### config.mk
export PLATFORM = sky130hd
export DESIGN_NAME = ilv_pwm4
export DESIGN_NICKNAME = d
export VERILOG_FILES = /design/src/rtl/ilv_pkg.sv /design/src/rtl/ilv_seq.sv /design/src/rtl/ilv_carrier.sv /design/src/rtl/ilv_phase.sv /design/src/rtl/ilv_pwm4.sv
export SDC_FILE = /design/constraint.sdc
export NUM_CORES = 1
export LEC_CHECK = 0
export BUFFER_PORTS_ARGS = -buffer_cell sky130_fd_sc_hd__buf_4
export CORE_MARGIN = 4
export CORE_UTILIZATION = 40
export CTS_CLUSTER_DIAMETER = 60
export CTS_CLUSTER_SIZE = 25
export DETAILED_ROUTE_END_ITERATION = 12
export PLACE_DENSITY = 0.62
export SLEW_MARGIN = 20
export SYNTH_ARGS = -nofsm -noshare
export SYNTH_HDL_FRONTEND = slang
export SYNTH_SLANG_ARGS = --single-unit
### constraint.sdc
create_clock -name clk -period 4.1 [get_ports clk]
set_input_delay 0.205 -clock clk [delete_from_list [all_inputs] [get_ports clk]]
set_output_delay 0.205 -clock clk [all_outputs]
set_load 0.02 [all_outputs]
### src/rtl/ilv_pkg.sv
package ilv_pkg;
    // Number of interleaved cells and width of the quarter index.
    localparam int NPH = 4;
    localparam int QIW = 2;

    typedef enum logic [1:0] {
        ST_IDLE = 2'd0,
        ST_ARM  = 2'd1,
        ST_RUN  = 2'd2
    } seq_t;
endpackage

### src/rtl/ilv_seq.sv
module ilv_seq
    import ilv_pkg::*;
(
    input  logic clk,
    input  logic rst_n,
    input  logic en,
    output logic arm,
    output logic run
);
    seq_t state_q;
    seq_t state_d;

    // State register
    always_ff @(posedge clk or negedge rst_n) begin
        if (!rst_n) begin
            state_q <= ST_IDLE;
        end else begin
            state_q <= state_d;
        end
    end

    // Transitions: start, launch, halt
    always_comb begin
        state_d = state_q;
        unique case (state_q)
            ST_IDLE: state_d = en ? ST_ARM : ST_IDLE;
            ST_ARM:  state_d = en ? ST_RUN : ST_IDLE;
            ST_RUN:  state_d = en ? ST_RUN : ST_IDLE;
            default: state_d = ST_IDLE;
        endcase
    end

    // State-decoded outputs
    always_comb begin
        arm = 1'b0;
        run = 1'b0;
        unique case (state_q)
            ST_IDLE: begin
                arm = 1'b0;
                run = 1'b0;
            end
            ST_ARM: begin
                arm = 1'b1;
                run = 1'b0;
            end
            ST_RUN: begin
                arm = 1'b0;
                run = 1'b1;
            end
            default: begin
                arm = 1'b0;
                run = 1'b0;
            end
        endcase
    end
endmodule

### src/rtl/ilv_carrier.sv
module ilv_carrier
    import ilv_pkg::*;
#(
    parameter int Q_CYC = 2500,
    parameter int FW    = 12,
    localparam int QCW  = $clog2(Q_CYC)
) (
    input  logic             clk,
    input  logic             rst_n,
    input  logic             run,
    input  logic             sync,
    input  logic [QIW-1:0]   sync_qtr,
    input  logic [FW-1:0]    sync_fine,
    output logic [QIW-1:0]   qidx,
    output logic [QCW-1:0]   qcnt,
    output logic             tick_q,
    output logic [NPH-1:0]   bnd
);
    localparam logic [QCW-1:0] QLAST = QCW'(Q_CYC - 1);

    logic [QCW-1:0] fine_sat;

    // Fine offset saturates at the last count of a quarter
    always_comb begin
        if (32'(sync_fine) > 32'(Q_CYC - 1)) begin
            fine_sat = QLAST;
        end else begin
            fine_sat = QCW'(sync_fine);
        end
    end

    // Master carrier: quarter index plus count within the quarter
    always_ff @(posedge clk or negedge rst_n) begin
        if (!rst_n) begin
            qidx   <= '0;
            qcnt   <= '0;
            tick_q <= 1'b0;
        end else begin
            tick_q <= run && (qcnt == '0);
            if (!run) begin
                qidx <= '0;
                qcnt <= '0;
            end else if (sync) begin
                qidx <= sync_qtr;
                qcnt <= fine_sat;
            end else if (qcnt == QLAST) begin
                qcnt <= '0;
                qidx <= qidx + 1'b1;
            end else begin
                qcnt <= qcnt + 1'b1;
            end
        end
    end

    // Period start of each phase
    for (genvar k = 0; k < NPH; k++) begin : g_bnd
        assign bnd[k] = run && (qcnt == '0) && (qidx == QIW'(k));
    end
endmodule

### src/rtl/ilv_phase.sv
module ilv_phase
    import ilv_pkg::*;
#(
    parameter int K     = 0,
    parameter int Q_CYC = 2500,
    parameter int DW    = 16,
    localparam int QCW  = $clog2(Q_CYC),
    localparam int PW   = $clog2(NPH * Q_CYC)
) (
    input  logic           clk,
    input  logic           rst_n,
    input  logic           run,
    input  logic           arm,
    input  logic           bnd,
    input  logic [DW-1:0]  shadow,
    input  logic [QIW-1:0] qidx,
    input  logic [QCW-1:0] qcnt,
    output logic           pwm_q,
    output logic [DW-1:0]  act_q
);
    logic [QIW-1:0] lag_qtr;
    logic [PW-1:0]  ph;
    logic [DW-1:0]  act_eff;

    // Local carrier position, lagging the master by K quarters
    assign lag_qtr = qidx - QIW'(K);
    assign ph      = PW'(lag_qtr) * PW'(Q_CYC) + PW'(qcnt);

    // New duty applies from the first count of this phase's period
    assign act_eff = bnd ? shadow : act_q;

    always_ff @(posedge clk or negedge rst_n) begin
        if (!rst_n) begin
            act_q <= '0;
            pwm_q <= 1'b0;
        end else begin
            if (arm || bnd) begin
                act_q <= shadow;
            end
            pwm_q <= run && (32'(ph) < 32'(act_eff));
        end
    end
endmodule

### src/rtl/ilv_pwm4.sv
module ilv_pwm4
    import ilv_pkg::*;
#(
    parameter int Q_CYC = 2500,
    parameter int DW    = 16,
    parameter int FW    = 12
) (
    input  logic           clk,
    input  logic           rst_n,
    input  logic           en,
    input  logic [DW-1:0]  duty,
    input  logic           duty_vld,
    input  logic           sync_pulse,
    input  logic [QIW-1:0] sync_qtr,
    input  logic [FW-1:0]  sync_fine,
    output logic [NPH-1:0] pwm,
    output logic           upd_tick
);
    localparam int QCW = $clog2(Q_CYC);

    logic                    arm_w;
    logic                    run_w;
    logic [QIW-1:0]          qidx_w;
    logic [QCW-1:0]          qcnt_w;
    logic [NPH-1:0]          bnd_w;
    logic [DW-1:0]           shadow_q;
    logic [NPH-1:0][DW-1:0]  act_w;

    // Shadow duty register, written by the controller at any time
    always_ff @(posedge clk or negedge rst_n) begin
        if (!rst_n) begin
            shadow_q <= '0;
        end else if (duty_vld) begin
            shadow_q <= duty;
        end
    end

    ilv_seq u_seq (
        .clk   (clk),
        .rst_n (rst_n),
        .en    (en),
        .arm   (arm_w),
        .run   (run_w)
    );

    ilv_carrier #(
        .Q_CYC (Q_CYC),
        .FW    (FW)
    ) u_car (
        .clk       (clk),
        .rst_n     (rst_n),
        .run       (run_w),
        .sync      (sync_pulse),
        .sync_qtr  (sync_qtr),
        .sync_fine (sync_fine),
        .qidx      (qidx_w),
        .qcnt      (qcnt_w),
        .tick_q    (upd_tick),
        .bnd       (bnd_w)
    );

    for (genvar k = 0; k < NPH; k++) begin : g_ph
        ilv_phase #(
            .K     (k),
            .Q_CYC (Q_CYC),
            .DW    (DW)
        ) u_ph (
            .clk    (clk),
            .rst_n  (rst_n),
            .run    (run_w),
            .arm    (arm_w),
            .bnd    (bnd_w[k]),
            .shadow (shadow_q),
            .qidx   (qidx_w),
            .qcnt   (qcnt_w),
            .pwm_q  (pwm[k]),
            .act_q  (act_w[k])
        );
    end
endmodule

==> run_results.csv <==
group,metric,value,unit
timing,whs,-0.0175,ns
route,routed_wl,18900,um
setup_path,reg2reg_to,"g_ph[0].u_ph.pwm_q$_DFF_PN0_",
synthesis,async_flop_share,1.00,
pwr,p_switching,1.58,mW
setup_path,critPathMaxStageDelay,0.60,ns
grt,grt_max_degree,71,
route,vias,5616,
layout,diodes,0,
setup_path,reg2reg_from,"u_car.qcnt[3]$_DFF_PN0_",
synthesis,synthTopCellsByArea,"dfrtp_1, ha_1, mux2_2",
flow_run,maxCapViolCount,0,
layout,fin_nets,901,
clock_network,clk_latency,0.36,ns
synthesis,synth_ff_type,"dfrtp_1",
synthesis,ys_types,63,
floorplan,dieArea,21400,um^2
synthesis,synth_edf_count,0,
clock_network,numCtsBuffers,9,
floorplan,die_y,146,um
pwr,power_density,502,nW/um^2
grt,grt_pass1_vias,5680,
pwr,comb_power_share,0.422,
setup_path,critPathCapture,"g_ph[0].u_ph.pwm_q$_DFF_PN0_",
timing,final_max_slew_viol_count,0,
route,wl_per_cell,18.7,um
synthesis,yosysTopAreaCell,"dfrtp_1",
timing,min_period,3.79,ns
grt,antenna_found_initial,0,
grt,grt_pass1_wl,30700,um
grt,gr-usage-all-layers,0.180,
setup_path,arrival,4.06,ns
synthesis,yosysSeqAreaShare,0.331,
clock_network,clk_pin_slew_worst_paths,0.07,ns
clock_network,cts_resized,0,
floorplan,die_x,146,um
setup_path,start_kind,"flip-flop",
route,initialDrtViolationCount,329,
synthesis,syn_nets,876,
setup_path,path_buf_inv,1,
synthesis,synth_top_area_frac,0.331,
place,pre_cts_ws,0.308,ns
setup_path,critical-path-top-delay-family,"compound AO/OA/AOI/OAI gates",
floorplan,core-area,18800,um^2
floorplan,rows,50,
clock_network,clock_sink_count,101,
clock_network,root_buffer,"clkbuf_16",
synthesis,synth_common_cells,"dfrtp_1, ha_1, mux2i_1",
pwr,seq_power_share,0.374,
setup_path,cp_max_fo,10,
clock_network,ctsHoldBuffers,0,
timing,fin_ws,0.313,ns
clock_network,h-tree-depth,3,
route,post-route-drc-count,0,
setup_path,critical_path.startpoint,"u_car.qcnt[3]$_DFF_PN0_",
clock_network,post-cts-setup-buffer-count,0,
setup_path,cp-end-kind,"flip-flop",
outcome,violations,"negative hold slack",
synthesis,synth-seq-cells,101,
timing,max_freq,264,MHz
grt,grt-ovfl-total,0,
timing,rsz0062_at_grt,"no",
setup_path,crit_path_cell_trace,"inv_1 > fa_1 > nor4bb_1 > o2111ai_1 > and4_1 > a21oi_1 > xnor2_1 > ha_1 > a2111oi_0 > o21ai_0 > o21ai_0 > o21ai_0 > a21oi_1",
synthesis,syn_inst,745,
route,viasPerCell,5.57,
timing,hold_viol_final,24,
floorplan,ioPinCount,40,
setup_path,cp_data_required_time,4.37,ns
clock_network,clk_path_buf_depth,2,
setup_path,crit_type,"reg -> reg",
route,firstDrtPassIters,4,
setup_path,regToRegSetupSlack,0.31,ns
setup_path,slowest_stage,"dfrtp_1",
worst_hold_path,hold_class,"in -> async",
place,portBuffers,39,
setup_path,path_common_cell,"o21ai_0",
place,dp.cells,993,
synthesis,synth_area,7640,um^2
place,gp_congestion,0.925,
setup_path,rr_worst_depth,13,
pwr,internal_power,2.66,mW
timing,setup_tns,0,ns
pwr,p_leak,3.90,nW
timing,fin_crit_sh,0.924,
setup_path,cp.depth,13,
timing,max_slew_margin,0.377,
synthesis,ys_warn_count,0,
layout,drive_above_1_share,0.170,
pwr,switching_share,0.373,
pwr,power.share.clock,0.204,
layout,nFillCells,1818,
pwr,ir_worst_vdd,0.262,mV
timing,fin_worst_skew,0.00701,ns
floorplan,start_util,0.407,
synthesis,syn_avg_cell_area,10.3,um^2
outcome,outcome,"finished, violations left",
timing,setup_viol_count_final,0,
clock_network,cts_tree,"built",
layout,stdcell_count,1009,
layout,area_growth,10.7,%
route,ant_nets,0,
timing,worstMarginPinSlew,0.935,ns
place,dp_hpwl,14300,um
synthesis,synth.most_common_cell,"dfrtp_1",
## sequential cells by signal, summed over array words and instances (netlist names)
signal / count
u_car.tick_q: 1
shadow_q: 16
g_ph.u_ph.pwm_q: 4
u_car.qidx: 2
g_ph.u_ph.act_q: 64
u_seq.state_q: 2
u_car.qcnt: 12
## final cells by class
class | count | area (um^2) | area share
clock buffer | 10 | 239 | 0.0283
clock inverter | 6 | 57.6 | 0.00681
inverter | 31 | 116 | 0.0138
multi-input combinational | 569 | 4780 | 0.566
sequential | 101 | 2530 | 0.299
tap | 234 | 293 | 0.0346
timing repair buffer | 58 | 435 | 0.0515
## power by group through the flow
stage | clock network, mW | registers [mW] | logic, mW
after global placement | 0 | 1.60 | 1.77
after CTS | 0.890 | 1.59 | 1.81
after floorplan | 0 | 1.51 | 1.37
after detailed placement | 0 | 1.61 | 1.79
final | 0.865 | 1.59 | 1.79
after global routing | 0.923 | 1.64 | 2.03
## cells in the final DEF (no fill, tap or decap), drive strengths merged, types with 4 or more instances in the layout
cell    Yosys  final
buf        30     58
nor3       10     10
mux2       81     81
a21oi      36     36
o22ai       9      9
xor2       15     15
ha         92     92
nor2       42     42
dfrtp     101    101
inv        31     33
o21ai      29     29
o211ai      4      4
a31oi       4      4
fa          4      4
and3        9      9
xnor2      30     30
nand2b      5      5
a21o        8      8
a211oi      7      7
nand2      39     39
clkbuf     14     10
and4        9      9
nand3      14     14
nor3b       5      5
mux2i      55     55
nand4      12     12
and2        7      7
## layer usage
metal  GRT usage  wire (um)  up-vias
met2       0.297       9000       68
met3      0.0223        579       28
met1       0.246       8950     2764
met5           0          0        -
li1            -          -     2756
met4      0.0593        357        0
## cell families (layout without fill, tap and decap cells)
logic type / Yosys count / in the layout / synth area share
and+or+nand+nor: 167 / 167 / 0.116
muxes: 136 / 136 / 0.191
AOI/OAI and AO/OA: 125 / 125 / 0.105
DFF: 101 / 101 / 0.331
adders and majority gates: 96 / 96 / 0.161
buffers and inverters: 75 / 105 / 0.0437
xor gates and xnor gates: 45 / 45 / 0.0516
## stage by stage
step	hold WS, ns	total power, mW	cell area, um^2	util
floorplan	-0.0906	2.89	7640	-
global placement	0.406	3.36	8150	0.434
detailed placement	0.405	3.40	8150	0.434
CTS	0.0199	4.29	8450	0.450
global route	0.0667	4.59	8450	0.450
finish	-0.0175	4.25	8450	0.450
## worst min path at each step
stage          start  cells past startpoint                            endpoint  slack, ns
2_1_floorplan  rst_n                      0   g_ph[0].u_ph.act_q[0]$_DFFE_PN0P_      -0.09
3_3_place_gp   rst_n                      1             shadow_q[4]$_DFFE_PN0P_       0.41
3_5_place_dp   rst_n                      1             shadow_q[4]$_DFFE_PN0P_       0.40
4_1_cts        rst_n                      1             shadow_q[0]$_DFFE_PN0P_       0.02
5_1_grt        rst_n                      1  g_ph[0].u_ph.act_q[15]$_DFFE_PN0P_       0.07
6_report       rst_n                      1  g_ph[0].u_ph.act_q[15]$_DFFE_PN0P_      -0.02
(Power assumes the default switching activity.)
